[src/rtl/pcm_port_pkg.sv]
package pcm_port_pkg;
  typedef enum logic [1:0] {
    TX_IDLE  = 2'd0,
    TX_ARM   = 2'd1,
    TX_SHIFT = 2'd2,
    TX_HOLD  = 2'd3
  } tx_state_e;

  typedef enum logic {
    RX_IDLE = 1'b0,
    RX_RUN  = 1'b1
  } rx_state_e;
endpackage

[src/rtl/pcm_edge_det.sv]
module pcm_edge_det (
  input  logic clk,
  input  logic rst_n,
  input  logic sig_in,
  output logic sig_lvl,
  output logic sig_rise,
  output logic sig_fall
);
  logic prev_q;

  always_ff @(posedge clk or negedge rst_n) begin
    if (!rst_n) prev_q <= 1'b0;
    else        prev_q <= sig_in;
  end

  assign sig_lvl  = sig_in;
  assign sig_rise = sig_in & ~prev_q;
  assign sig_fall = ~sig_in & prev_q;
endmodule

[src/rtl/pcm_width_det.sv]
module pcm_width_det #(
  parameter int LONG_MIN = 3
) (
  input  logic clk,
  input  logic rst_n,
  input  logic bclk_fall,
  input  logic fs_lvl,
  input  logic fs_fall,
  output logic long_mode
);
  localparam int CW = $clog2(LONG_MIN + 1);
  localparam logic [CW-1:0] SAT = CW'(LONG_MIN);

  logic [CW-1:0] cnt_q, cnt_d;
  logic          long_q, long_d;

  always_comb begin
    cnt_d  = cnt_q;
    long_d = long_q;
    if (fs_fall) begin
      long_d = (cnt_q >= SAT);
      cnt_d  = '0;
    end else if (bclk_fall && fs_lvl && (cnt_q != SAT)) begin
      cnt_d = cnt_q + 1'b1;
    end
  end

  always_ff @(posedge clk or negedge rst_n) begin
    if (!rst_n) begin
      cnt_q  <= '0;
      long_q <= 1'b0;
    end else begin
      cnt_q  <= cnt_d;
      long_q <= long_d;
    end
  end

  assign long_mode = long_q;

  AST_MODE_ON_FS_FALL: assert property (@(posedge clk) disable iff (!rst_n)
    !$stable(long_q) |-> $past(fs_fall));
endmodule

[src/rtl/pcm_tx.sv]
module pcm_tx
  import pcm_port_pkg::*;
#(
  parameter int WORD_W = 8
) (
  input  logic              clk,
  input  logic              rst_n,
  input  logic              bclk_lvl,
  input  logic              bclk_rise,
  input  logic              bclk_fall,
  input  logic              fs_lvl,
  input  logic              fs_rise,
  input  logic              long_mode,
  input  logic [WORD_W-1:0] word_in,
  output logic              sdata,
  output logic              sdata_en
);
  localparam int CNT_W = $clog2(WORD_W);
  localparam logic [CNT_W-1:0] LAST = CNT_W'(WORD_W - 1);

  tx_state_e         state_q, state_d;
  logic [WORD_W-1:0] shreg_q, shreg_d;
  logic [CNT_W-1:0]  cnt_q, cnt_d;
  logic              flong_q, flong_d;

  always_comb begin
    state_d = state_q;
    shreg_d = shreg_q;
    cnt_d   = cnt_q;
    flong_d = flong_q;
    unique case (state_q)
      TX_IDLE: begin
        if (long_mode) begin
          if (fs_rise) begin
            flong_d = 1'b1;
            if (bclk_lvl) begin
              state_d = TX_SHIFT;
              shreg_d = word_in;
              cnt_d   = '0;
            end else begin
              state_d = TX_ARM;
            end
          end
        end else if (bclk_fall && fs_lvl) begin
          flong_d = 1'b0;
          state_d = TX_ARM;
        end
      end
      TX_ARM: begin
        if (bclk_rise) begin
          state_d = TX_SHIFT;
          shreg_d = word_in;
          cnt_d   = '0;
        end
      end
      TX_SHIFT: begin
        if (bclk_rise && (cnt_q != LAST)) begin
          shreg_d = {shreg_q[WORD_W-2:0], 1'b0};
          cnt_d   = cnt_q + 1'b1;
        end else if (bclk_fall && (cnt_q == LAST)) begin
          state_d = (flong_q && fs_lvl) ? TX_HOLD : TX_IDLE;
        end
      end
      TX_HOLD: begin
        if (!fs_lvl) state_d = TX_IDLE;
      end
      default: state_d = TX_IDLE;
    endcase
  end

  always_ff @(posedge clk or negedge rst_n) begin
    if (!rst_n) begin
      state_q <= TX_IDLE;
      shreg_q <= '0;
      cnt_q   <= '0;
      flong_q <= 1'b0;
    end else begin
      state_q <= state_d;
      shreg_q <= shreg_d;
      cnt_q   <= cnt_d;
      flong_q <= flong_d;
    end
  end

  assign sdata_en = (state_q == TX_SHIFT) || (state_q == TX_HOLD);
  assign sdata    = sdata_en & shreg_q[WORD_W-1];

  AST_TX_EN_ON_EDGE: assert property (@(posedge clk) disable iff (!rst_n)
    $rose(sdata_en) |-> $past(bclk_rise || fs_rise));
  AST_TX_DIS_ON_EDGE: assert property (@(posedge clk) disable iff (!rst_n)
    $fell(sdata_en) |-> $past(bclk_fall || !fs_lvl));
  AST_TX_DATA_STEADY: assert property (@(posedge clk) disable iff (!rst_n)
    (sdata_en && $past(sdata_en) && !$past(bclk_rise)) |-> $stable(sdata));
  AST_TX_HOLD_NEEDS_FS: assert property (@(posedge clk) disable iff (!rst_n)
    (state_q == TX_HOLD) |-> $past(fs_lvl));
endmodule

[src/rtl/pcm_rx.sv]
module pcm_rx
  import pcm_port_pkg::*;
#(
  parameter int WORD_W = 8
) (
  input  logic              clk,
  input  logic              rst_n,
  input  logic              bclk_fall,
  input  logic              fs_lvl,
  input  logic              fs_rise,
  input  logic              long_mode,
  input  logic              sdata,
  output logic [WORD_W-1:0] word_out,
  output logic              word_vld
);
  localparam int CNT_W = $clog2(WORD_W);
  localparam logic [CNT_W-1:0] LAST = CNT_W'(WORD_W - 1);

  rx_state_e         state_q, state_d;
  logic [WORD_W-1:0] shreg_q, shreg_d;
  logic [WORD_W-1:0] word_q, word_d;
  logic [CNT_W-1:0]  cnt_q, cnt_d;
  logic              vld_q, vld_d;

  always_comb begin
    state_d = state_q;
    shreg_d = shreg_q;
    word_d  = word_q;
    cnt_d   = cnt_q;
    vld_d   = 1'b0;
    unique case (state_q)
      RX_IDLE: begin
        if (long_mode ? fs_rise : (bclk_fall && fs_lvl)) begin
          state_d = RX_RUN;
          cnt_d   = '0;
        end
      end
      RX_RUN: begin
        if (bclk_fall) begin
          shreg_d = {shreg_q[WORD_W-2:0], sdata};
          cnt_d   = cnt_q + 1'b1;
          if (cnt_q == LAST) begin
            word_d  = {shreg_q[WORD_W-2:0], sdata};
            vld_d   = 1'b1;
            state_d = RX_IDLE;
          end
        end
      end
      default: state_d = RX_IDLE;
    endcase
  end

  always_ff @(posedge clk or negedge rst_n) begin
    if (!rst_n) begin
      state_q <= RX_IDLE;
      shreg_q <= '0;
      word_q  <= '0;
      cnt_q   <= '0;
      vld_q   <= 1'b0;
    end else begin
      state_q <= state_d;
      shreg_q <= shreg_d;
      word_q  <= word_d;
      cnt_q   <= cnt_d;
      vld_q   <= vld_d;
    end
  end

  assign word_out = word_q;
  assign word_vld = vld_q;

  AST_RX_VLD_ONE_CYCLE: assert property (@(posedge clk) disable iff (!rst_n)
    word_vld |=> !word_vld);
  AST_RX_VLD_AFTER_FALL: assert property (@(posedge clk) disable iff (!rst_n)
    word_vld |-> $past(bclk_fall));
  AST_RX_WORD_HELD: assert property (@(posedge clk) disable iff (!rst_n)
    !word_vld |-> $stable(word_out));
endmodule

[src/rtl/pcm_serial_port.sv]
module pcm_serial_port #(
  parameter int WORD_W   = 8,
  parameter int LONG_MIN = 3
) (
  input  logic              clk,
  input  logic              rst_n,
  input  logic              clk_share,
  input  logic              tx_bclk,
  input  logic              tx_fsync,
  input  logic [WORD_W-1:0] tx_word,
  output logic              tx_sdata,
  output logic              tx_sdata_en,
  input  logic              rx_bclk,
  input  logic              rx_fsync,
  input  logic              rx_sdata,
  output logic [WORD_W-1:0] rx_word,
  output logic              rx_word_vld
);
  localparam int N_PIN = 4;
  localparam int P_TXB = 0;
  localparam int P_TXF = 1;
  localparam int P_RXB = 2;
  localparam int P_RXF = 3;

  logic [1:0] rst_sync_q;
  logic       rst_int_n;

  always_ff @(posedge clk or negedge rst_n) begin
    if (!rst_n) rst_sync_q <= 2'b00;
    else        rst_sync_q <= {rst_sync_q[0], 1'b1};
  end
  assign rst_int_n = rst_sync_q[1];

  logic [N_PIN-1:0] pin_raw, pin_lvl, pin_rise, pin_fall;
  logic             rx_bclk_sel;
  logic             long_mode;

  assign rx_bclk_sel = clk_share ? tx_bclk : rx_bclk;
  assign pin_raw[P_TXB] = tx_bclk;
  assign pin_raw[P_TXF] = tx_fsync;
  assign pin_raw[P_RXB] = rx_bclk_sel;
  assign pin_raw[P_RXF] = rx_fsync;

  for (genvar g = 0; g < N_PIN; g++) begin : g_edge
    pcm_edge_det i_edge (
      .clk      (clk),
      .rst_n    (rst_int_n),
      .sig_in   (pin_raw[g]),
      .sig_lvl  (pin_lvl[g]),
      .sig_rise (pin_rise[g]),
      .sig_fall (pin_fall[g])
    );
  end

  pcm_width_det #(.LONG_MIN(LONG_MIN)) i_width (
    .clk       (clk),
    .rst_n     (rst_int_n),
    .bclk_fall (pin_fall[P_TXB]),
    .fs_lvl    (pin_lvl[P_TXF]),
    .fs_fall   (pin_fall[P_TXF]),
    .long_mode (long_mode)
  );

  pcm_tx #(.WORD_W(WORD_W)) i_tx (
    .clk       (clk),
    .rst_n     (rst_int_n),
    .bclk_lvl  (pin_lvl[P_TXB]),
    .bclk_rise (pin_rise[P_TXB]),
    .bclk_fall (pin_fall[P_TXB]),
    .fs_lvl    (pin_lvl[P_TXF]),
    .fs_rise   (pin_rise[P_TXF]),
    .long_mode (long_mode),
    .word_in   (tx_word),
    .sdata     (tx_sdata),
    .sdata_en  (tx_sdata_en)
  );

  pcm_rx #(.WORD_W(WORD_W)) i_rx (
    .clk       (clk),
    .rst_n     (rst_int_n),
    .bclk_fall (pin_fall[P_RXB]),
    .fs_lvl    (pin_lvl[P_RXF]),
    .fs_rise   (pin_rise[P_RXF]),
    .long_mode (long_mode),
    .sdata     (rx_sdata),
    .word_out  (rx_word),
    .word_vld  (rx_word_vld)
  );

  AST_RESET_QUIET: assert property (@(posedge clk)
    !rst_int_n |=> (!tx_sdata_en && !rx_word_vld));
endmodule

[config.mk]
export PLATFORM = sky130hd
export DESIGN_NAME = pcm_serial_port
export DESIGN_NICKNAME = d
export VERILOG_FILES = /design/src/rtl/pcm_port_pkg.sv /design/src/rtl/pcm_edge_det.sv /design/src/rtl/pcm_width_det.sv /design/src/rtl/pcm_tx.sv /design/src/rtl/pcm_rx.sv /design/src/rtl/pcm_serial_port.sv
export SDC_FILE = /design/constraint.sdc
export NUM_CORES = 1
export LEC_CHECK = 0
export ABC_AREA = 1
export CORE_MARGIN = 4
export CORE_UTILIZATION = 45
export CTS_CLUSTER_SIZE = 10
export DETAILED_ROUTE_END_ITERATION = 8
export GPL_TIMING_DRIVEN = 0
export HOLD_SLACK_MARGIN = 0.03
export PLACE_DENSITY = 0.73
export SETUP_SLACK_MARGIN = 0.15
export SYNTH_ARGS = -nofsm -noshare
export SYNTH_HDL_FRONTEND = slang
export SYNTH_SLANG_ARGS = --single-unit
[constraint.sdc]
create_clock -name clk -period 2.82 [get_ports clk]
set_clock_uncertainty 0.15 [all_clocks]
set_input_delay 0.564 -clock clk [delete_from_list [all_inputs] [get_ports clk]]
set_output_delay 0.564 -clock clk [all_outputs]
set_load 0.02 [all_outputs]
==> flow_summary.yaml <==
run_status:
  status: "completed"
flow_run:
  max_cap_violations: 0
route:
  drt_first_iter_violations: 73
  vias_per_cell: 4.837
  wirelength_um: 3631
  wl_met1_um: 1792
  final_antenna_net_count: 0
  met3_length_um: 176
  wl_per_cell_um: 11.14
  maxUsedRoutingLayer: "met4"
  dr.pass1.iters: 4
  route.detailed.drc: 0
  via_count: 1577
  wl_met2_um: 1609
sta:
  rsz0062_at_grt: "no"
  setup_viol: 0
  fmax_mhz: 444.5
  tns_ns: 0
  drv_slew: 0
  hold_violations: 0
  fin_crit_sh_pct: 79.78
  post-route-min-period_ns: 2.250
setup_path:
  r2r-end: "i_tx.shreg_q[4]"
  r2r_start: "i_tx.cnt_q[0]"
  cp.required_ns: 2.11
  reg2reg_depth: 9
  worstPathArrival_ns: 1.54
  path_max_fanout: 10
  path_class: "flip-flop to primary output"
  endpoint_kind: "primary output"
  start_kind: "flip-flop"
  r2r_setup_slack_ns: 1.08
yosys:
  yosysWarnings: 0
  synthTopCellsByArea: "dfrtp_1, nand2_1, nand3_1, inv_1, o21ai_0"
  synth_top_area_share_pct: 53.22
  synthCells: 239
  yosys.area.top_type: "dfrtp_1"
  syn-cell-area_mm2: 0.002022
  synth_cell_type_count: 25
  synthesis.nets: 260
  syn_avg_cell_area_um2: 8.460
  seq_area_frac_synth_pct: 53.22
  synth-seq-cells: 43
pwr:
  ir_worst_vdd_mv: 0.4867
  power_density_mw_per_mm2: 877.3
  leakagePower_nw: 1.274
floorplanning:
  core_area_mm2: 0.004354
  start_util_pct: 46.44
  ios: 27
  rows: 24
  die_x_um: 75.03
  die-area_mm2: 0.005630
  die_h_um: 75.03
clock_tree:
  cts_sinks: 43
  htree_levels: 2
  clk_pin_slew_ns: 0.08
  tritoncts: "yes"
  cts_resized: 0
  clock_latency_ns: 0.29
  cts_buffers: 5
  cts-root-buf: "clkbuf_8"
  holdBufCountCts: 0
  clk_path_buf_depth: 2
  cts_setup_buffers: 0
placement:
  dp_hpwl_um: 2682
  place.gp.congestion: 0.8309
  port_buffers: 26
final_layout:
  antenna_cells: 0
  nets: 294
  final_common_cell: "nand2_1"
  drive_above_1_share_pct: 12.04
  final_cell_mix: "nand2_1, dfrtp_1, clkdlybuf4s50_1, inv_1, nand3_1"
  fill_cells: 409
  utilization_pct: 57.10
  syn_to_final_growth_pct: 22.96
global_routing:
  grt_pass1_wl_um: 6417
  track_usage_pct: 14.86
  grt_pass1_vias: 1508
  antenna_found_initial: 0
  grt_overflow: 0
  grt_max_degree: 27
worst_hold_path:
  hp-class: "flip-flop to asynchronous set/reset pin"
[report_power, final]
part	switching [mW]	total (mW)	internal, mW
logic	0.453	0.764	0.310
clock network	0.204	0.491	0.287
registers	0.120	0.927	0.807
[synth_stat cells]
| master | number |
|---|---|
| inv_1 | 24 |
| inv_2 | 3 |
| ha_1 | 5 |
| clkbuf_2 | 1 |
| nor2_4 | 1 |
| buf_2 | 3 |
| nand4_1 | 4 |
| o21ai_1 | 3 |
| clkbuf_1 | 1 |
| buf_6 | 2 |
| o21ai_4 | 1 |
| o21ai_0 | 13 |
| nand3_2 | 2 |
| o21ai_2 | 7 |
| nand3b_1 | 1 |
| nand3_1 | 19 |
| and2_1 | 1 |
| o21bai_1 | 1 |
| nor2_1 | 7 |
| dfrtp_1 | 43 |
| nand2_2 | 3 |
| a21oi_1 | 4 |
| or2_1 | 1 |
| conb_1 | 1 |
| nand2_1 | 88 |
[final cells by class]
| class | instances | area [µm²] | area share (%) |
|---|---|---|---|
| Buffer | 7 | 46.29 | 1.862 |
| Inverter | 27 | 101.3 | 4.076 |
| Sequential cell | 43 | 1077 | 43.33 |
| Multi-Input combinational cell | 162 | 798.3 | 32.11 |
| Clock buffer | 6 | 82.58 | 3.322 |
| Timing Repair Buffer | 27 | 280.3 | 11.27 |
| Clock inverter | 2 | 35.03 | 1.409 |
| Tap cell | 52 | 65.06 | 2.617 |
[worst max path at each step]
stage,start,end,slack [ns],cells after the start
floorplan,i_tx.cnt_q[0],i_tx.cnt_q[0],1.20,9
global placement,tx_bclk,i_rx.word_out[6],0.53,8
detailed placement,tx_bclk,i_rx.shreg_q[3],0.51,6
CTS,i_tx.state_q[1],tx_sdata,0.54,4
global route,i_tx.state_q[1],tx_sdata,0.49,4
finish,i_tx.state_q[1],tx_sdata,0.57,4
[critical path, cell delays in order, from the launching register on]
cell and delay [ns]:
dfrtp_1 0.33, buf_2 0.21, nand2_1 0.07, inv_1 0.05
clkdlybuf4s50_1 0.59
[layer usage]
layer | track usage (%) | vias up
li1 | - | 820
met3 | 4.406 | 6
met1 | 19.36 | 722
met2 | 24.08 | 29
met4 | 4.348 | 0
met5 | 0 | -
[stage by stage]
step                      instances  setup slack (ns)  power [mW]  hold slack (ns)  area [µm²]
after floorplan                 239             1.204       1.482           0.1184        2022
after global placement          317            0.5297       1.688           0.1834        2347
after detailed placement        318            0.5123       1.712          0.04756        2369
after CTS                       326            0.5439       2.218          0.05829        2486
after global routing            326            0.4865       2.377          0.06928        2486
final                           326            0.5703       2.181          0.04245        2486
[registers in the layout, summed over array words and instances (netlist names)]
| name | count |
|---|---|
| i_rx.state_q | 1 |
| rst_sync_q | 2 |
| i_width.long_mode | 1 |
| i_width.cnt_q | 2 |
| i_tx.shreg_q | 8 |
| g_edge.i_edge.prev_q | 4 |
| i_rx.word_out | 8 |
| i_rx.cnt_q | 3 |
| i_tx.flong_q | 1 |
| i_rx.word_vld | 1 |
| i_tx.state_q | 2 |
| i_tx.cnt_q | 3 |
| i_rx.shreg_q | 7 |
[logic make-up (layout without fill, tap and decap cells)]
kind of cell | after synthesis | count (layout) | share of synthesized area [%]
compound gates | 29 | 29 | 9.159
fa+ha+maj | 5 | 5 | 3.094
buf+inv | 34 | 69 | 7.301
flops | 43 | 43 | 53.22
other cells | 1 | 1 | 0.1855
simple gates | 127 | 127 | 27.04
No activity file was read; power rests on OpenSTA's default activity.
